--- src/rtl/wordbyte_rom_port.sv ---
module wordbyte_rom_port #(
  parameter int AW = 16,
  parameter int DW = 16,
  parameter int IDX_W = 6,
  parameter int LAT = 2,
  parameter logic [7:0] MFR_CODE = 8'hC2,
  parameter logic [7:0] DEV_CODE = 8'h12
) (
  input  logic          clk,
  input  logic          rst_n,
  input  logic [AW-1:0] addr,
  input  logic          sel_n,
  input  logic          rd_n,
  input  logic          word_mode,
  input  logic          lsb_in,
  input  logic          hv_a9,
  input  logic          prog_en,
  input  logic          prog_we,
  input  logic [DW-1:0] prog_din,
  output logic [DW-1:0] q,
  output logic [DW-1:0] q_oe
);
  localparam int DEPTH = 1 << IDX_W;
  localparam int HB = DW / 2;
  localparam logic [AW-1:0] ID_FREE = AW'(1) | (AW'(1) << 9);

  logic [DW-1:0] mem [DEPTH];
  logic [DW-1:0] pd [LAT];
  logic [DW-1:0] pe [LAT];

  wire [IDX_W-1:0] idx = addr[IDX_W-1:0];
  wire id_hit = hv_a9 && ((addr & ~ID_FREE) == '0);
  wire [7:0] id_code = addr[0] ? DEV_CODE : MFR_CODE;
  wire [DW-1:0] word_c = id_hit ? {{(DW-8){1'b0}}, id_code} : mem[idx];
  wire [HB-1:0] lane_c = id_hit ? HB'(id_code) :
                         (lsb_in ? word_c[DW-1:HB] : word_c[HB-1:0]);
  wire live = !sel_n && !rd_n && !prog_en;
  wire [DW-1:0] en_c = !live ? '0 : (word_mode ? '1 : {{HB{1'b0}}, {HB{1'b1}}});
  wire [DW-1:0] data_c = en_c & (word_mode ? word_c : {{HB{1'b0}}, lane_c});

  always_ff @(posedge clk or negedge rst_n) begin
    if (!rst_n) begin
      for (int i = 0; i < DEPTH; i++) mem[i] <= '1;
    end else if (prog_en && !sel_n && prog_we) begin
      mem[idx] <= mem[idx] & prog_din;
    end
  end

  always_ff @(posedge clk or negedge rst_n) begin
    if (!rst_n) begin
      for (int i = 0; i < LAT; i++) begin
        pd[i] <= '0;
        pe[i] <= '0;
      end
    end else begin
      pd[0] <= data_c;
      pe[0] <= en_c;
      for (int i = 1; i < LAT; i++) begin
        pd[i] <= pd[i-1];
        pe[i] <= pe[i-1];
      end
    end
  end

  assign q = pd[LAT-1];
  assign q_oe = pe[LAT-1];
endmodule


--- config.mk ---
export PLATFORM = sky130hd
export DESIGN_NAME = wordbyte_rom_port
export DESIGN_NICKNAME = d
export VERILOG_FILES = /design/src/rtl/wordbyte_rom_port.sv
export SDC_FILE = /design/constraint.sdc
export NUM_CORES = 2
export LEC_CHECK = 0
export BUFFER_PORTS_ARGS = -buffer_cell sky130_fd_sc_hd__buf_4
export CORE_MARGIN = 5
export CORE_UTILIZATION = 44
export DETAILED_ROUTE_END_ITERATION = 10
export RECOVER_POWER = 50
export REMOVE_ABC_BUFFERS = 1
export SYNTH_ARGS = -nofsm -noshare
export SYNTH_HDL_FRONTEND = slang
export SYNTH_SLANG_ARGS = --single-unit
--- constraint.sdc ---
create_clock -name clk -period 2.5 [get_ports clk]
set_input_delay 0.125 -clock clk [delete_from_list [all_inputs] [get_ports clk]]
set_output_delay 0.125 -clock clk [all_outputs]
set_load 0.02 [all_outputs]
### Word level (Yosys, flattened, before mapping)

Index checks and enable logic that the tools add are counted.

| word-level totals | value |
|---|---|
| flip-flop bits (word level) | 1088 |
| logic and storage cells | 96 |
| input port bits | 41 |

| cells by class | value |
|---|---|
| multiplexer cells | 13 |
| reduce and logical (&&, ||, !) cells | 10 |
| $lt $le $gt $ge | 2 |
| bitwise gates (word level) | 3 |

Operators by type and width:

| kind | count |
|---|---|
| $bwmux 1024 | 1 |
| $mux 16 | 7 |
| $bmux 16 s6 | 1 |
| $demux 16 s6 | 1 |
| $and 16x16->16 | 2 |
| $mux 8 | 3 |
| $logic_not 16->1 | 1 |
| $ge 7x7->1 const B | 1 |
| $lt 7x1->1 const B | 1 |
| $not 6->7 | 1 |
| $logic_and 1x1->1 | 6 |
| $logic_not 1->1 | 3 |

### Longest topological paths before layout

| logic depth | value |
|---|---|
| depth after elaboration | 9 |
| depth in mapped cells | 16 |
| gate-level depth less buffers | 7 |

### Worst setup path before layout

OpenSTA, ideal clock, no wires.

| timing path | value |
|---|---|
| kind | input port to flip-flop |
| start | input port addr[0] |
| end | register mem[220] (netlist bit) |
| cell stages on the path | 12 |
| data arrival time | 2.475 ns |
| setup slack | -0.057 ns |
| cells stage by stage | buf_6 > buf_2 > buf_2 > mux4_2 > a32oi_1 > o211ai_1 > a21oi_1 > and4bb_2 > nor2b_1 > buf_2 > buf_2 > mux2_2 |

| between the ends | value |
|---|---|
| word-level cells in the longest chain between the ends | 6 |
| elaborated cells on any way between the ends | 11 |

RTL lines:

| what | line | source |
|---|---|---|
| from (decl) | 11 | `input logic [AW-1:0] addr,` |
| $not 6->7 (not written as such) (*) | 45 | `mem[idx] <= mem[idx] & prog_din;` |
| $ge 7x7->1 (not written as such), or another cell as far along | 45 |  |
| $logic_and 1x1->1 (not written as such) or $mux 16 (tied branches) | 45 |  |
| $mux 16 (not written as such) | 45 |  |
| $demux 16 s6 or $and 16x16->16 (tied branches) | 45 |  |
| $bwmux 1024 (*) | 45 |  |
| to (signal, indexed assignment) | 45 |  |
| to (decl) | 27 | `logic [DW-1:0] mem [DEPTH];` |

Every way passes the cells marked *; elsewhere a longest branch is shown, timed or not. The select of a mux whose other input is x is not followed.
A chain may end at the register's enable or synchronous reset.

### Worst setup path after layout

| timing path | value |
|---|---|
| start | register mem[643] (netlist bit) |
| end | register mem[691] (netlist bit) |

| between the ends | value |
|---|---|
| word-level cells in the longest chain between the ends | 5 |

RTL lines:

| what | line |
|---|---|
| $bmux 16 s6 | 45 |
| $mux 16 (not written as such) (2 in series) | 45 |
| $and 16x16->16 | 45 |
| $bwmux 1024 | 45 |

No other way between the ends. The select of a mux whose other input is x is not followed.

==> impl_metrics.py <==
metrics = {
    "floorplan": {
        "row_count": 121,
        "boundaryPins": 73,
        "die_x_um": 342,
        "start_util_pct": 44.4,
        "dieArea_um2": 117000,
        "core_area_um2": 109000,
        "die_y_um": 342,
    },
    "routing": {
        "num_vias": 37800,
        "drt-initial-drc-count": 4149,
        "wirelength_mm": 183,
        "wl_per_cell_um": 29.0,
        "ant_nets": 0,
        "drc": 0,
        "viasPerCell": 6.00,
        "first_pass_iters": 5,
    },
    "sta": {
        "skew_ns": 0.0348,
        "whs_ns": 0.0288,
        "slew_headroom_pct": -44.2,
        "setup_viol": 381,
        "hold_viol": 0,
        "min_period_ns": 2.62,
        "slew_violations": 30,
        "finalWorstSetupSlack_ns": -0.116,
        "fin_crit_sh_pct": 105,
        "clock.fmax_ghz": 0.382,
        "rsz0062_at_grt": "true",
        "worst_pin_slew_ns": 2.16,
    },
    "clock_tree": {
        "cts_tree": "yes",
        "clk_latency_ns": 0.71,
        "clk_pin_slew_ns": 0.07,
        "cts_num_sinks": 1060,
        "cts_buffers": 113,
        "htreeDepth": 3,
        "clockBufferDepth": 3,
        "cts_root_buf": "clkbuf_16",
    },
    "pwr": {
        "p_per_area_nw_per_um2": 617,
        "p_leak_nw": 23.5,
        "power_mw": 37.9,
        "seq_power_share_pct": 46.5,
        "irDropWorstVdd_mv": 0.584,
        "pwr-share-comb_pct": 8.8,
        "power.switching_mw": 9.23,
        "clkPwrFrac_pct": 44.7,
        "swShare_pct": 24.4,
        "p_int_mw": 28.7,
    },
    "layout": {
        "layout_common_cells": "dfstp_2, nand2_1, o21ai_0",
        "design_area_um2": 61400,
        "final_cells": 6306,
        "nets": 4840,
        "layout_commonest_cell": "dfstp_2",
        "syn2layout_area_growth_pct": 26.8,
        "fin_util_pct": 56.3,
        "final_layout_size_suffix_gt1_share_pct": 52.0,
    },
    "yosys": {
        "yosysUniqueCellTypes": 72,
        "async_reset_ff_share_pct": 100,
        "synth-seq-cells": 1060,
        "syn_inst": 4430,
        "synth_edf_count": 0,
        "netlist_area_um2": 48400,
        "syn_avg_cell_area_um2": 10.9,
        "ys.flop_type": "dfstp_2",
        "seq_area_frac_synth_pct": 57.4,
        "yosysWarnings": 0,
    },
    "place": {
        "numPortBuffers": 71,
        "placed_area_um2": 54600,
        "dp_cells": 5995,
        "gp_congestion": 0.971,
        "dp_hpwl_mm": 111,
    },
    "global_routing": {
        "gr-usage-all-layers_pct": 27.8,
        "antenna_found_initial": 9,
        "grt_pass1_vias": 35700,
        "grt_max_degree": 88,
        "grt_overflow": 0,
        "grt_pass1_wl_mm": 243,
    },
    "setup_path": {
        "crit_chain": "mux4_2 -> mux2_4 -> nand2_4 -> o211ai_1 -> nor4_4 -> nand2b_4 -> clkbuf_16 -> o21ai_2",
        "worstSetupEndpointType": "flop",
        "cp-start-kind": "flop",
        "reg2reg_from": "mem[643]",
        "critical_path_required_ns": 3.12,
        "crit_slowest_cell": "mux4_2",
        "critical-path-max-stage-delay_ns": 0.47,
        "rrSetupSlack_ns": -0.12,
        "r2r_cells": 8,
        "cp_max_fo": 8,
        "crit_arrival_ns": 3.24,
        "path_class": "reg2reg",
        "r2r-end": "mem[691]",
    },
    "worst_hold_path": {
        "min_to": "pd[20]",
        "hold_start": "prog_en",
        "hold_depth": 5,
        "hp-class": "in2reg",
    },
    "run_status": {
        "outcome": "finished, violations left",
        "violations": "max-capacitance violations, max-slew violations, negative setup slack",
    },
    "job": {
        "max_cap_violations": 1,
    },
}
layer usage:
metal  part of all wire [%]  track usage, %  vias to the layer above
li1                       -               -                    16400
met1                     41            39.2                    19200
met2                     43            41.5                     1864
met3                     11            7.13                      423
met4                    5.1            10.3                        4
met5                  0.010               0                        -
repair_timing:
item                                    CTS  global route
hold buffers                             15             0
endpoints found under the setup margin  487           890
setup buffers                             1            37
pin swaps                                 7           180
gates cloned                              2            56
hold endpoints to repair                564             0
gates resized for setup                  78           530
final cells by class:
cell class                      count  area [um2]
Fill cell                        9118       47600
Sequential cell                  1060       27800
Multi-Input combinational cell   2888       19500
Timing Repair Buffer              726        8610
Clock buffer                      164        3240
Tap cell                         1414        1770
Clock inverter                     39         454
Inverter                           10        38.8
Antenna cell                        5        12.5
state kept, by name, summed over array words and instances (netlist names):
| register | flops |
|---|---|
| q | 16 |
| pe | 2 |
| mem | 1024 |
| pd | 16 |
| q_oe | 2 |
power groups by stage:
stage / logic [mW] / registers, mW / clock network [mW]
2_1_floorplan: 0.718 / 17.8 / 0
3_3_place_gp: 2.75 / 17.8 / 0
3_5_place_dp: 2.77 / 17.9 / 0
4_1_cts: 2.82 / 17.6 / 17.2
5_1_grt: 3.44 / 17.6 / 17.9
6_report: 3.33 / 17.6 / 16.9
worst max-delay path by stage:
| stage | start | endpoint | slack (ns) | cells past startpoint |
|---|---|---|---|---|
| after detailed placement | addr[1] | mem[339] | -1.0 | 12 |
| after global placement | addr[1] | mem[3] | -1.01 | 12 |
| final | mem[643] | mem[691] | -0.12 | 8 |
| after global routing | mem[40] | mem[264] | -0.17 | 10 |
| after floorplan | addr[2] | mem[127] | -1.76 | 7 |
| after CTS | mem[947] | mem[723] | -0.11 | 10 |
cell usage after synthesis (11+ instances only):
library cell	count	share of area, %
buf_2	90	0.93
o22ai_1	48	0.62
a221oi_1	79	1.4
dfstp_2	1024	56
mux4_2	96	4.5
a221o_1	25	0.52
nand3_1	22	0.23
dfrtp_1	36	1.9
and2_1	12	0.16
mux2i_1	127	2.6
nand2_1	1016	7.9
clkbuf_1	277	2.1
nor2_1	37	0.29
a22o_1	14	0.25
a21oi_1	38	0.39
o22a_1	11	0.20
o21ai_2	60	1.1
nor3_1	12	0.12
o21ai_0	868	9.0
o211ai_1	12	0.19
a31oi_1	13	0.17
buf_4	52	0.81
a22oi_1	65	1.0
nand2b_1	16	0.21
buf_6	28	0.65
mux2_2	197	4.6
worst max-delay path: cells and delay by family, from the launching register on:
kind / cells / cell delay, ns
buffers and inverters: 1 / 0.26
muxes: 2 / 0.79
and+or+nand+nor: 3 / 0.77
AOI/OAI and AO/OA: 2 / 0.34
DFF: 1 / 0.37
through the flow:
stage | worst slack (ns) | setup TNS (ns)
final | -0.116 | -18.69
after global routing | -0.166 | -45.01
after CTS | -0.114 | -9.38
after detailed placement | -0.997 | -461.29
after global placement | -1.01 | -442.05
after floorplan | -1.76 | -491.85
cells by family after synthesis:
logic type | share of synthesized area (%)
simple gates | 9.93
compound gates | 15.7
buf+inv | 5.12
mux | 11.8
flops | 57.4
(Power assumes the default switching activity.)
